`src/rtl/fz_pkg.sv`:
```
package fz_pkg;

    // Offset of the first clear bit among four, lowest index first.
    function automatic logic [1:0] first_hit(input logic [3:0] hit);
        logic [1:0] r;
        r = 2'd0;
        if (hit[0])      r = 2'd0;
        else if (hit[1]) r = 2'd1;
        else if (hit[2]) r = 2'd2;
        else if (hit[3]) r = 2'd3;
        return r;
    endfunction

    // Start of level `lvl` inside the flat node storage.
    function automatic int level_base(input int width, input int lvl);
        int acc;
        acc = 0;
        for (int i = 0; i < lvl; i++) acc += width >> (2 * (i + 1));
        return acc;
    endfunction

endpackage

```
`src/rtl/fz_group4.sv`:
```
module fz_group4 (
    input  logic [3:0] hit_i,
    output logic       found_o,
    output logic [1:0] idx_o
);
    import fz_pkg::*;

    always_comb begin
        found_o = |hit_i;
        idx_o   = first_hit(hit_i);
    end
endmodule

```
`src/rtl/fz_mux4.sv`:
```
module fz_mux4 #(
    parameter int W = 2
) (
    input  logic [3:0][W-1:0] data_i,
    input  logic [1:0]        sel_i,
    output logic [W-1:0]      data_o
);
    always_comb data_o = data_i[sel_i];
endmodule

```
`src/rtl/fz_locator.sv`:
```
module fz_locator #(
    parameter int WIDTH   = 1024,
    parameter int REG_OUT = 1
) (
    input  logic                     clk,
    input  logic                     rst_n,
    input  logic [WIDTH-1:0]         vec_i,
    output logic                     zero_found_o,
    output logic                     none_found_o,
    output logic [$clog2(WIDTH)-1:0] pos_o
);
    import fz_pkg::*;

    localparam int POS_W  = $clog2(WIDTH);
    localparam int LEVELS = POS_W / 2;
    localparam int TOTAL  = (WIDTH - 1) / 3;
    localparam int ROOT   = TOTAL - 1;

    // reject widths that are not powers of four
    if ((1 << POS_W) != WIDTH || (POS_W % 2) != 0 || WIDTH < 4) begin : g_bad_width
        $error("fz_locator: WIDTH must be a power of four");
    end

    logic [TOTAL-1:0] node_found;
    logic [POS_W-1:0] node_pos [TOTAL];

    for (genvar lv = 0; lv < LEVELS; lv++) begin : g_lvl
        localparam int NODES = WIDTH >> (2 * (lv + 1));
        localparam int BASE  = level_base(WIDTH, lv);
        localparam int CBASE = (lv == 0) ? 0 : level_base(WIDTH, lv - 1);
        localparam int PW    = 2 * (lv + 1);

        for (genvar j = 0; j < NODES; j++) begin : g_node
            logic [3:0] hit;
            logic [1:0] idx;

            if (lv == 0) begin : g_leaf
                assign hit = ~vec_i[4*j +: 4];
            end else begin : g_inner
                assign hit = node_found[CBASE + 4*j +: 4];
            end

            fz_group4 u_grp (
                .hit_i   (hit),
                .found_o (node_found[BASE + j]),
                .idx_o   (idx)
            );

            if (lv == 0) begin : g_leafpos
                if (POS_W > 2) begin : g_pad
                    assign node_pos[BASE + j] = {{(POS_W-2){1'b0}}, idx};
                end else begin : g_nopad
                    assign node_pos[BASE + j] = idx;
                end
            end else begin : g_steer
                logic [3:0][PW-3:0] kids;
                logic [PW-3:0]      sub;
                for (genvar k = 0; k < 4; k++) begin : g_kid
                    assign kids[k] = node_pos[CBASE + 4*j + k][PW-3:0];
                end
                fz_mux4 #(.W(PW-2)) u_mux (
                    .data_i (kids),
                    .sel_i  (idx),
                    .data_o (sub)
                );
                if (PW < POS_W) begin : g_pad
                    assign node_pos[BASE + j] = {{(POS_W-PW){1'b0}}, idx, sub};
                end else begin : g_nopad
                    assign node_pos[BASE + j] = {idx, sub};
                end
            end
        end
    end

    typedef struct packed {
        logic             found;
        logic [POS_W-1:0] pos;
    } res_t;

    res_t res_d, res_q;

    always_comb begin
        res_d.found = node_found[ROOT];
        res_d.pos   = node_found[ROOT] ? node_pos[ROOT] : '0;
    end

    if (REG_OUT != 0) begin : g_reg
        always_ff @(posedge clk or negedge rst_n) begin
            if (!rst_n) res_q <= '0;
            else        res_q <= res_d;
        end
    end else begin : g_comb
        assign res_q = res_d;
    end

    assign zero_found_o = res_q.found;
    assign none_found_o = ~res_q.found;
    assign pos_o        = res_q.pos;

endmodule

```
`config.mk`:
```
export PLATFORM = sky130hd
export DESIGN_NAME = fz_locator
export DESIGN_NICKNAME = d
export VERILOG_FILES = /design/src/rtl/fz_pkg.sv /design/src/rtl/fz_group4.sv /design/src/rtl/fz_mux4.sv /design/src/rtl/fz_locator.sv
export SDC_FILE = /design/constraint.sdc
export NUM_CORES = 1
export LEC_CHECK = 0
export BUFFER_PORTS_ARGS = -buffer_cell sky130_fd_sc_hd__buf_2
export CAP_MARGIN = 0
export CORE_AREA = 2 2 404 406
export DETAILED_ROUTE_END_ITERATION = 10
export DIE_AREA = 0 0 406 408
export HOLD_SLACK_MARGIN = 0.02
export PLACE_DENSITY = 0.3
export SETUP_SLACK_MARGIN = 0.4
export SYNTH_ARGS = -nofsm -noshare
export SYNTH_HDL_FRONTEND = slang
export SYNTH_SLANG_ARGS = --single-unit
```
`constraint.sdc`:
```
create_clock -name clk -period 0.8 [get_ports clk]
set_input_delay 0.04 -clock clk [delete_from_list [all_inputs] [get_ports clk]]
set_output_delay 0.04 -clock clk [all_outputs]
set_load 0.005 [all_outputs]
```
==> results.sh <==
export IMPL_status="complete, but fails checks"
export IMPL_violations="negative hold slack, negative setup slack"
export IMPL_slew_headroom_pct=40.3
export IMPL_floorplan_die_width_um=406
export IMPL_timing_final_ws_setup_ps=-2030
export IMPL_path_max_fanout=3
export IMPL_design_die_area_mm2=0.166
export IMPL_post_route_cells_drive_above_1_share_pct=55.3
export IMPL_power_density_mw_per_mm2=388
export IMPL_die_ht_um=408
export IMPL_number_of_global_route_vias_before_repair=30000
export IMPL_route_vias_total=29400
export IMPL_cts_inserted_buffers=3
export IMPL_area_growth_from_synthesis_to_final_layout_pct=149
export IMPL_grt_antenna_before_repair=99
export IMPL_clock_tree_root_cell="sky130_fd_sc_hd__clkbuf_16"
export IMPL_synth_edff_count=0
export IMPL_worst_ep_required_time_ps=930
export IMPL_global_route_wire_length_before_repair_um=206000
export IMPL_drv_slew=0
export IMPL_synth_top_cell_by_area="sky130_fd_sc_hd__nand2_1"
export IMPL_syn_area_mm2=0.0141
export IMPL_vdd_drop_max_uv=485
export IMPL_fin_nets=6074
export IMPL_dp_cells=7167
export IMPL_min_path_type="in -> async"
export IMPL_cts_htree_levels=1
export IMPL_detail_route_first_pass_iterations=5
export IMPL_drc=0
export IMPL_detail_route_wirelength_um=150000
export IMPL_drt_iter0_drc=1367
export IMPL_place_hpwl_um=142000
export IMPL_path_clk_slew_ps=50
export IMPL_startpoint_type="input pin"
export IMPL_synthTopCellsByArea="sky130_fd_sc_hd__nand2_1 11%, sky130_fd_sc_hd__nand4_1 11%, sky130_fd_sc_hd__o21ai_0 11%, sky130_fd_sc_hd__inv_1 6.6%, sky130_fd_sc_hd__a21oi_1 5.8%"
export IMPL_cap_viol_max_count=0
export IMPL_setup_viol_count_final=20
export IMPL_rsz0062_at_grt="true"
export IMPL_postSynthNetCount=3487
export IMPL_pin_count_of_the_biggest_net_entering_global_routing=12
export IMPL_share_seq_of_total_power_pct=4.2
export IMPL_io_pin_count=1038
export IMPL_route_antenna_remaining_nets=0
export IMPL_maximum_number_of_buffers_from_clock_root_to_sink=2
export IMPL_hold_viol=11
export IMPL_syn_mean_instance_area_um2=5.75
export IMPL_dominantRegCellSynth="sky130_fd_sc_hd__dfrtp_1"
export IMPL_time_the_worst_path_needs_with_i_o_delays_and_setup_ps=2830
export IMPL_core_rows=148
export IMPL_critPathCaptureType="register"
export IMPL_synth_warnings=0
export IMPL_synth_cell_type_count=99
export IMPL_internal_power_w=0.00785
export IMPL_grt_usage_pct=17.3
export IMPL_fraction_of_power_spent_switching_nets_pct=42.4
export IMPL_tritoncts="built"
export IMPL_report_power_total_w=0.0136
export IMPL_postSynthRegisterBits=11
export IMPL_synth_top_area_share_pct=11.4
export IMPL_coreArea_mm2=0.162
export IMPL_clock_fmax_mhz=354
export IMPL_clkSinkCount=11
export IMPL_fin_crit_sh_pct=353
export IMPL_power_share_clock_pct=7.4
export IMPL_comb_power_share_pct=88.4
export IMPL_finalSetupTns_ps=-19190
export IMPL_crit_path_start="vec_i[212]"
export IMPL_starting_density_of_the_core_pct=8.75
export IMPL_grt_ovfl_total=0
export IMPL_holdWs_ps=-279
export IMPL_synth_cell_count_leaders="430 x sky130_fd_sc_hd__nand2_1, 302 x sky130_fd_sc_hd__o21ai_0, 252 x sky130_fd_sc_hd__nand4_1"
export IMPL_netSwitchingPower_w=0.00577
export IMPL_crit_type="in -> reg"
export IMPL_seq_area_frac_synth_pct=1.95
export IMPL_post_drt_wl_per_cell_um=20.7
export IMPL_stdcell_count=7274
export IMPL_netlist_instances=2461
export IMPL_synth_async_sr_flop_share_pct=100
export IMPL_place_congestion=1.01
export IMPL_synthMostInstantiatedCell="sky130_fd_sc_hd__nand2_1"
export IMPL_crit_arrival_ps=2950
export IMPL_detail_route_vias_per_cell=4.05
export IMPL_buffer_ports_inserted=1037
export IMPL_leakage_nw=17.2
export IMPL_worst_margin_slew_ps=882
-- state kept, by name, indices dropped and copies added, names as in the netlist --
name and flops:
pos_o 10, zero_found_o 1
-- layer usage --
layer / global-route usage [%] / wire [um] / share of wire (%) / up-vias
li1: - / - / - / 14800
met1: 20.0 / 61100 / 41 / 13600
met2: 32.6 / 76800 / 51 / 803
met3: 2.78 / 7720 / 5.1 / 183
met4: 3.91 / 4490 / 3.0 / 44
met5: 0 / 295 / 0.20 / -
-- worst max-delay path by stage --
stage | end | cells after the start
final | pos_o[2] | 16
after global routing | pos_o[2] | 16
after CTS | pos_o[1] | 13
after detailed placement | pos_o[0] | 17
after global placement | pos_o[0] | 17
after floorplan | pos_o[1] | 11
-- logic make-up (layout without fill, tap and decap cells) --
logic type / after synthesis / after routing / synth area share [%]
AOI/OAI and AO/OA: 905 / 905 / 40.2
buffers and inverters: 261 / 2847 / 7.14
DFF: 11 / 11 / 1.95
muxes: 44 / 44 / 3.17
other: 0 / 52 / 0
and+or+nand+nor: 1240 / 1240 / 47.6
-- worst max-delay path: stages --
cell                       delay [ps]
sky130_fd_sc_hd__buf_6             70
sky130_fd_sc_hd__nand4_1          200
sky130_fd_sc_hd__nor4b_4          360
sky130_fd_sc_hd__buf_4            180
sky130_fd_sc_hd__nand4_1          200
sky130_fd_sc_hd__nor4_4           340
sky130_fd_sc_hd__buf_6            170
sky130_fd_sc_hd__nand2_4           60
sky130_fd_sc_hd__a31o_1           210
sky130_fd_sc_hd__buf_6            150
sky130_fd_sc_hd__buf_12           120
sky130_fd_sc_hd__buf_6            100
sky130_fd_sc_hd__a211oi_4         180
sky130_fd_sc_hd__o21ai_4          130
sky130_fd_sc_hd__a311oi_2         340
sky130_fd_sc_hd__a211oi_2          80
-- stage by stage --
step / setup WS, ps / area (um2) / util [%]
final: -2030 / 35100 / 21.7
after global routing: -2140 / 35100 / 21.7
after CTS: -2120 / 34600 / 21.4
after detailed placement: -2720 / 33500 / 20.7
after global placement: -2770 / 33500 / 20.7
after floorplan: -1380 / 14300 / -
-- layout make-up --
| class | count | area (um2) |
|---|---|---|
| antenna | 52 | 130 |
| clock buffer | 4 | 78.8 |
| fill | 18600 | 127000 |
| inverter | 252 | 965 |
| multi-input combinational | 2189 | 13600 |
| sequential | 11 | 277 |
| tap | 2175 | 2720 |
| timing repair buffer | 2591 | 17400 |
-- cells in the final DEF, fill, tap and decap left out, types with 18 or more instances in the layout --
master | Yosys | routed
sky130_fd_sc_hd__a31oi_1 | 114 | 112
sky130_fd_sc_hd__mux2i_1 | 38 | 34
sky130_fd_sc_hd__nor2b_1 | 27 | 26
sky130_fd_sc_hd__nor3_1 | 31 | 28
sky130_fd_sc_hd__nor2_1 | 150 | 143
sky130_fd_sc_hd__a21oi_1 | 164 | 158
sky130_fd_sc_hd__diode_2 | 0 | 52
sky130_fd_sc_hd__nor4_2 | 19 | 27
sky130_fd_sc_hd__nand4_2 | 20 | 18
sky130_fd_sc_hd__nand2b_1 | 43 | 43
sky130_fd_sc_hd__nand2_1 | 430 | 424
sky130_fd_sc_hd__buf_6 | 3 | 72
sky130_fd_sc_hd__a21boi_0 | 44 | 44
sky130_fd_sc_hd__and4_1 | 18 | 18
sky130_fd_sc_hd__o211ai_1 | 40 | 40
sky130_fd_sc_hd__nor4_4 | 10 | 22
sky130_fd_sc_hd__inv_1 | 250 | 248
sky130_fd_sc_hd__a211oi_1 | 24 | 21
sky130_fd_sc_hd__buf_2 | 1 | 986
sky130_fd_sc_hd__nand4_1 | 252 | 252
sky130_fd_sc_hd__o21ai_0 | 302 | 294
sky130_fd_sc_hd__buf_4 | 1 | 1520
sky130_fd_sc_hd__nand3_1 | 125 | 123
-- power groups by stage --
stage | Clock (W) | Combinational [W] | Sequential (W)
after floorplan | 0 | 0.00240 | 0.000576
after global placement | 0 | 0.0118 | 0.000583
after detailed placement | 0 | 0.0118 | 0.000583
after CTS | 0.00107 | 0.0120 | 0.000576
after global routing | 0.00108 | 0.0132 | 0.000576
final | 0.00101 | 0.0120 | 0.000574
-- repair_timing --
| action | in CTS | in global routing |
|---|---|---|
| hold endpoints to repair | 11 | 11 |
| pin swaps | 45 | 32 |
| buffers inserted | 37 | 14 |
| endpoints found under the setup margin | 23 | 23 |
| resized for setup | 161 | 74 |
(Power assumes the default switching activity.)
